==> config.mk <==
export PLATFORM = sky130hd
export DESIGN_NAME = usb_host_int_status
export DESIGN_NICKNAME = d
export VERILOG_FILES = /design/src/rtl/usbhis_pkg.sv /design/src/rtl/usbhis_flag_cell.sv /design/src/rtl/usbhis_edge.sv /design/src/rtl/usbhis_counter.sv /design/src/rtl/usb_host_int_status.sv
export SDC_FILE = /design/constraint.sdc
export NUM_CORES = 1
export LEC_CHECK = 0
export ABC_AREA = 1
export BUFFER_PORTS_ARGS = -buffer_cell sky130_fd_sc_hd__buf_2
export CAP_MARGIN = 20
export CORE_AREA = 2 2 39 41
export DETAILED_ROUTE_END_ITERATION = 6
export DIE_AREA = 0 0 41 43
export PLACE_DENSITY = 0.82
export SLEW_MARGIN = 20
export SYNTH_ARGS = -nofsm -noshare
export SYNTH_HDL_FRONTEND = slang
export SYNTH_SLANG_ARGS = --single-unit
==> constraint.sdc <==
create_clock -name clk -period 1.5 [get_ports clk]
set_clock_uncertainty 0.15 [all_clocks]
set_input_delay 0.3 -clock clk [delete_from_list [all_inputs] [get_ports clk]]
set_output_delay 0.3 -clock clk [all_outputs]
set_load 0.01 [all_outputs]
==> src/rtl/usbhis_pkg.sv <==
package usbhis_pkg;
    localparam int NFLAG   = 5;
    localparam int DATA_W  = 8;
    localparam int CNT_W   = 2;

    // Bit positions that software decodes
    localparam int BIT_FAULT  = 4;
    localparam int BIT_RESUME = 3;
    localparam int BIT_FRAME  = 2;
    localparam int BIT_DONE   = 1;
    localparam int BIT_OVR    = 0;

    localparam logic ADDR_FLAGS = 1'b0;
    localparam logic ADDR_COUNT = 1'b1;
endpackage

==> src/rtl/usbhis_flag_cell.sv <==
module usbhis_flag_cell (
    input  logic clk,
    input  logic rst_n,
    input  logic sw_rst,
    input  logic set_i,
    input  logic clr_i,
    output logic flag_o
);
    typedef struct packed {
        logic flag;
    } cell_t;

    cell_t st_d, st_q;

    always_comb begin
        st_d = st_q;
        if (sw_rst)
            st_d.flag = 1'b0;
        else if (set_i)
            st_d.flag = 1'b1;     // an event beats a clearing write
        else if (clr_i)
            st_d.flag = 1'b0;
    end

    always_ff @(posedge clk or negedge rst_n) begin
        if (!rst_n) st_q <= '0;
        else        st_q <= st_d;
    end

    assign flag_o = st_q.flag;
endmodule

==> src/rtl/usbhis_edge.sv <==
module usbhis_edge (
    input  logic clk,
    input  logic rst_n,
    input  logic lvl_i,
    input  logic block_i,
    output logic rise_o
);
    typedef struct packed {
        logic prev;
    } edge_t;

    edge_t st_d, st_q;

    always_comb begin
        st_d      = st_q;
        st_d.prev = lvl_i;
    end

    always_ff @(posedge clk or negedge rst_n) begin
        if (!rst_n) st_q <= '0;
        else        st_q <= st_d;
    end

    assign rise_o = lvl_i && !st_q.prev && !block_i;
endmodule

==> src/rtl/usbhis_counter.sv <==
module usbhis_counter #(
    parameter int W = 2
) (
    input  logic         clk,
    input  logic         rst_n,
    input  logic         sw_rst,
    input  logic         inc_i,
    output logic [W-1:0] cnt_o
);
    typedef struct packed {
        logic [W-1:0] cnt;
    } cnt_t;

    cnt_t st_d, st_q;

    always_comb begin
        st_d = st_q;
        if (sw_rst)
            st_d.cnt = '0;
        else if (inc_i)
            st_d.cnt = st_q.cnt + W'(1);
    end

    always_ff @(posedge clk or negedge rst_n) begin
        if (!rst_n) st_q <= '0;
        else        st_q <= st_d;
    end

    assign cnt_o = st_q.cnt;
endmodule

==> src/rtl/usb_host_int_status.sv <==
module usb_host_int_status
    import usbhis_pkg::*;
(
    input  logic              clk,
    input  logic              rst_n,
    input  logic              sw_reset,
    input  logic              ev_sys_fault,
    input  logic              dev_resume,
    input  logic              host_resume,
    input  logic              ev_frame_start,
    input  logic              ev_done_written,
    input  logic              ev_sched_overrun,
    input  logic [NFLAG-1:0]  irq_enable,
    input  logic              reg_wr,
    input  logic              reg_addr,
    input  logic [DATA_W-1:0] reg_wdata,
    output logic [DATA_W-1:0] reg_rdata,
    output logic              halt_core,
    output logic              wb_permit,
    output logic              irq
);
    logic             resume_rise;
    logic [NFLAG-1:0] set_vec;
    logic [NFLAG-1:0] clr_vec;
    logic [NFLAG-1:0] stat_q;
    logic [CNT_W-1:0] ovr_cnt;

    usbhis_edge u_resume_edge (
        .clk     (clk),
        .rst_n   (rst_n),
        .lvl_i   (dev_resume),
        .block_i (host_resume),
        .rise_o  (resume_rise)
    );

    always_comb begin
        set_vec             = '0;
        set_vec[BIT_FAULT]  = ev_sys_fault;
        set_vec[BIT_RESUME] = resume_rise;
        set_vec[BIT_FRAME]  = ev_frame_start;
        set_vec[BIT_DONE]   = ev_done_written;
        set_vec[BIT_OVR]    = ev_sched_overrun;
        clr_vec = (reg_wr && reg_addr == ADDR_FLAGS) ? reg_wdata[NFLAG-1:0] : '0;
    end

    for (genvar i = 0; i < NFLAG; i++) begin : g_flag
        usbhis_flag_cell u_cell (
            .clk    (clk),
            .rst_n  (rst_n),
            .sw_rst (sw_reset),
            .set_i  (set_vec[i]),
            .clr_i  (clr_vec[i]),
            .flag_o (stat_q[i])
        );
    end

    usbhis_counter #(.W(CNT_W)) u_ovr_cnt (
        .clk    (clk),
        .rst_n  (rst_n),
        .sw_rst (sw_reset),
        .inc_i  (ev_sched_overrun),
        .cnt_o  (ovr_cnt)
    );

    always_comb begin
        reg_rdata = '0;
        if (reg_addr == ADDR_COUNT)
            reg_rdata[CNT_W-1:0] = ovr_cnt;
        else
            reg_rdata[NFLAG-1:0] = stat_q;
    end

    assign halt_core = stat_q[BIT_FAULT];
    assign wb_permit = !stat_q[BIT_DONE];
    assign irq       = |(stat_q & irq_enable);
endmodule

Word-level counts from Yosys, hierarchy flattened
Index checks and enable logic that the tools add are counted.

word-level totals
  flip-flop bits (word level) = 8
  output and inout bits = 11
  logic and storage cells = 43
  bits of input ports = 24

cells by class
  reduce and logical (&&, ||, !) cells = 13
  add/sub/neg operators = 1
  bitwise logic cells = 2
  multiplexer cells = 20

operator list
  operator             count
  $mux 1               15
  $reduce_bool 3->1    5
  $mux 2               3
  $and 5x5->5          1
  $mux 5               1
  $reduce_or 5->1      1
  $logic_and 1x1->1    3
  $logic_not 1->1      3
  $mux 3               1
  $add 2x1->2 const B  1
  $reduce_bool 2->1    1
  $not 1->1            1

Logic depth before layout (Yosys ltp)
  depth after elaboration = 6
  mapped depth = 5
  mapped depth without buffers = 5

Cells and area by module
From an unflattened synthesis, not the netlist that was laid out.

second synthesis, totals
  cells, all modules = 79
  area total of the unflattened synthesis = 511.7 um2

by module, submodules not included
  module               area each (um2)  sequential area each (um2)  cells an instance  instances
  usbhis_flag_cell     45.0             25.0                        5                  5
  usb_host_int_status  161.4            0.0                         39                 1
  usbhis_counter       86.3             50.0                        11                 1
  usbhis_edge          38.8             25.0                        4                  1

Worst setup path after synthesis
Ideal clock, no wire load.

  path type = input-to-output
  start point = input port reg_addr
  end point = output port reg_rdata[1]
  path buffers = 1
  required time = 1.050 ns
  cell stages on the path = 2
  setup slack = 0.340 ns
  arrival = 0.710 ns
  cell sequence = buf_6 -> o21ai_0

on the way
  cells in the longest elaborated chain, start to end = 1

ends and longest elaborated chain
  element          line                       RTL
  start, declared  usb_host_int_status.sv:15  input logic reg_addr,
  $mux 2           usb_host_int_status.sv:67  if (reg_addr == ADDR_COUNT)
  end, declared    usb_host_int_status.sv:17  output logic [DATA_W-1:0] reg_rdata,

Every way passes these cells.

Final worst setup path
  start point = register g_flag[0].u_cell.st_q
  end point = output port irq

on the way
  cells in the longest elaborated chain, start to end = 2

ends and longest elaborated chain
  element                 line                       RTL
  start, declared         usbhis_flag_cell.sv:13     cell_t st_d, st_q;
  start signal, assigned  usbhis_flag_cell.sv:27     else st_q <= st_d;
  $and 5x5->5             usb_host_int_status.sv:75  assign irq = |(stat_q & irq_enable);
  $reduce_or 5->1         usb_host_int_status.sv:75
  end, declared           usb_host_int_status.sv:20  output logic irq

Every way passes these cells.

==> results.toml <==
[sta]
setup_violations = 0
max_clock_freq_mhz = 686
min_period_over_period = 0.971
finalMaxSlewViolations = 0
setup_ws_ns = 0.0432
min_period_ns = 1.46
rsz0062_at_grt = "yes"
hold_violations = 0

[worst_setup_path]
crit_fanout = 3
endpoint_kind = "output pin"
crit_type = "reg2out"
cp-start-kind = "flop"
worst_path_max_delay_cell = "dfrtp_1"
rr_worst_depth = 3
cpMostUsedCell = "nand2_1"
reg2reg_from = "u_ovr_cnt.cnt_o[0]"
cp_cell_sequence = "nand2_1, nand2_1, inv_1, nand4_1, buf_2"
cp.arrival_ns = 1.01
slowest_delay_ns = 0.39
r2r_slack_ns = 0.55
required_ns = 1.05
r2r_end = "u_ovr_cnt.cnt_o[1]"

[synth]
synth_common_cells = "nand2_1, dfrtp_1, nor2_1"
synth_ff_type = "dfrtp_1"
synth_area_leaders = "dfrtp_1, nand2_1, nor2_1, inv_1, buf_4"
synth_async_sr_flop_share = 1.00
yosysUniqueCellTypes = 17
ys_warn_count = 0
synth_edf_count = 0
synth_area_um2 = 479
syn_inst = 67
ys_seq_elements = 8
synthDominantCellAreaShare = 0.418
yosysMostFrequentCell = "nand2_1"
yosys.area.top_type = "dfrtp_1"
syn_avg_cell_area_um2 = 7.15
seq_area_frac_synth = 0.418

[pwr]
p_sw_mw = 0.153
power_mw = 0.532
p_clk_frac = 0.319
p_leak_nw = 0.391
power.internal_mw = 0.379
seqPwrFrac = 0.455
swShare = 0.288
p_comb_frac = 0.226
ir_worst_vdd_uv = 454
power_density_nw_per_um2 = 796

[run]
cap_viol_max_count = 0

[routing]
drt-initial-drc-count = 17
avgViaCountPerCell = 4.44
antenna_left = 0
drtPass1Iterations = 4
wirelength_um = 1160
vias = 515
drcViolationCount = 0
routedWlPerCell_um = 10.0

[clock_tree]
cts_buffers = 3
insertion_delay_ns = 0.26
clock-sinks = 8
clock_path_buffers = 2
cts_tree = "yes"
cts.clk_slew.worst_paths_ns = 0.06
cts-root-buf = "clkbuf_4"
htreeDepth = 1

[global_routing]
grt_max_degree = 9
grt_first_pass_wirelength_um = 1810
grt-ovfl-total = 0
antenna_found_initial = 0
grt_pass1_vias = 446
grt_usage = 0.156

[floorplanning]
die_area_um2 = 1760
fp.coreArea_um2 = 1380
die_x_um = 41
row_count = 14
die_y_um = 43
start_util = 0.346
boundaryPins = 35

[final_layout]
diodes = 0
fill_cells = 142
nets = 126
layout-drive-gt1-share = 0.390
area_growth_pct = 39.4
utilization = 0.483

[run_status]
outcome = "complete, no violations"

[worst_hold_path]
hold_path_depth = 1
min-delay-start = "dev_resume"
hold_end = "u_resume_edge.st_q"
hp-class = "in2reg"

[placed_design]
post-dp-hpwl_um = 917
place_congestion = 0.790
pre_cts_ws_ns = 0.274
portBuffers = 28
cell type report:
| class | count | area (µm²) | area share |
|---|---|---|---|
| inverter | 9 | 33.8 | 0.0506 |
| tap | 16 | 20.0 | 0.0300 |
| clock buffer | 3 | 22.5 | 0.0337 |
| multi-input combinational | 48 | 219 | 0.328 |
| sequential | 8 | 200 | 0.300 |
| timing repair buffer | 32 | 173 | 0.258 |
power by group through the flow:
| stage | Clock (mW) | Combinational (mW) | Sequential, mW |
|---|---|---|---|
| after detailed placement | 0 | 0.110 | 0.247 |
| after CTS | 0.175 | 0.112 | 0.243 |
| after global placement | 0 | 0.107 | 0.245 |
| final | 0.170 | 0.120 | 0.242 |
| after floorplan | 0 | 0.0622 | 0.244 |
| after global routing | 0.188 | 0.136 | 0.244 |
how the worst max path moves through the flow:
stage	end	slack, ns	startpoint
2_1_floorplan	reg_rdata[1]	0.34	reg_addr
3_3_place_gp	reg_rdata[0]	0.27	reg_addr
3_5_place_dp	reg_rdata[0]	0.27	reg_addr
4_1_cts	irq	0.01	g_flag[4].u_cell.flag_o
5_1_grt	irq	-0.04	g_flag[4].u_cell.flag_o
6_report	irq	0.04	g_flag[0].u_cell.flag_o
logic make-up after synthesis:
| group | share of synthesized area |
|---|---|
| other | 0.00783 |
| and+or+nand+nor | 0.366 |
| buffers and inverters | 0.141 |
| DFF | 0.418 |
| xor gates and xnor gates | 0.0183 |
| AOI/OAI and AO/OA | 0.0496 |
per-layer routing:
metal  vias up  track usage  part of all wire
met5         -            0                 0
met4         0        0.100             0.012
met3         2       0.0314             0.059
met2        18        0.263              0.53
met1       232        0.163              0.40
li1        263            -                 -
placed cells by master (no fill, tap or decap), types with 2 or more instances in the layout:
cell      count
nand3_1       4
nand2_1      24
inv_2         2
buf_2        28
buf_4         3
o21ai_0       2
inv_1         7
dfrtp_1       8
clkbuf_4      3
conb_1        3
nor2_1        8
through the flow:
step | area [µm²] | setup TNS, ns | hold slack, ns | std cells
6_report | 668 | 0 | 0.0266 | 116
3_5_place_dp | 613 | 0 | 0.00484 | 109
2_1_floorplan | 487 | 0 | -0.146 | 69
4_1_cts | 646 | 0 | 0.0198 | 113
3_3_place_gp | 613 | 0 | -0.00254 | 109
5_1_grt | 668 | -0.0438 | 0.0172 | 116
what timing repair did:
item / 4_1_cts / 5_1_grt
hold endpoints to repair: 8 / 0
setup buffers: 0 / 3
hold buffers: 1 / 0
endpoints found under the setup margin: 0 / 2
resized for setup: 0 / 0
worst max-delay path: cells and delay by family (launching register included):
family        cells  cell delay [ns]
simple gates      3             0.18
buf+inv           2             0.18
flops             1             0.39
sequential cells by signal, summed over array words and instances, names as in the netlist:
signal	flops
u_ovr_cnt.cnt_o	2
g_flag.u_cell.flag_o	5
u_resume_edge.st_q	1
Note: power is estimated with default switching activity, not from simulation.
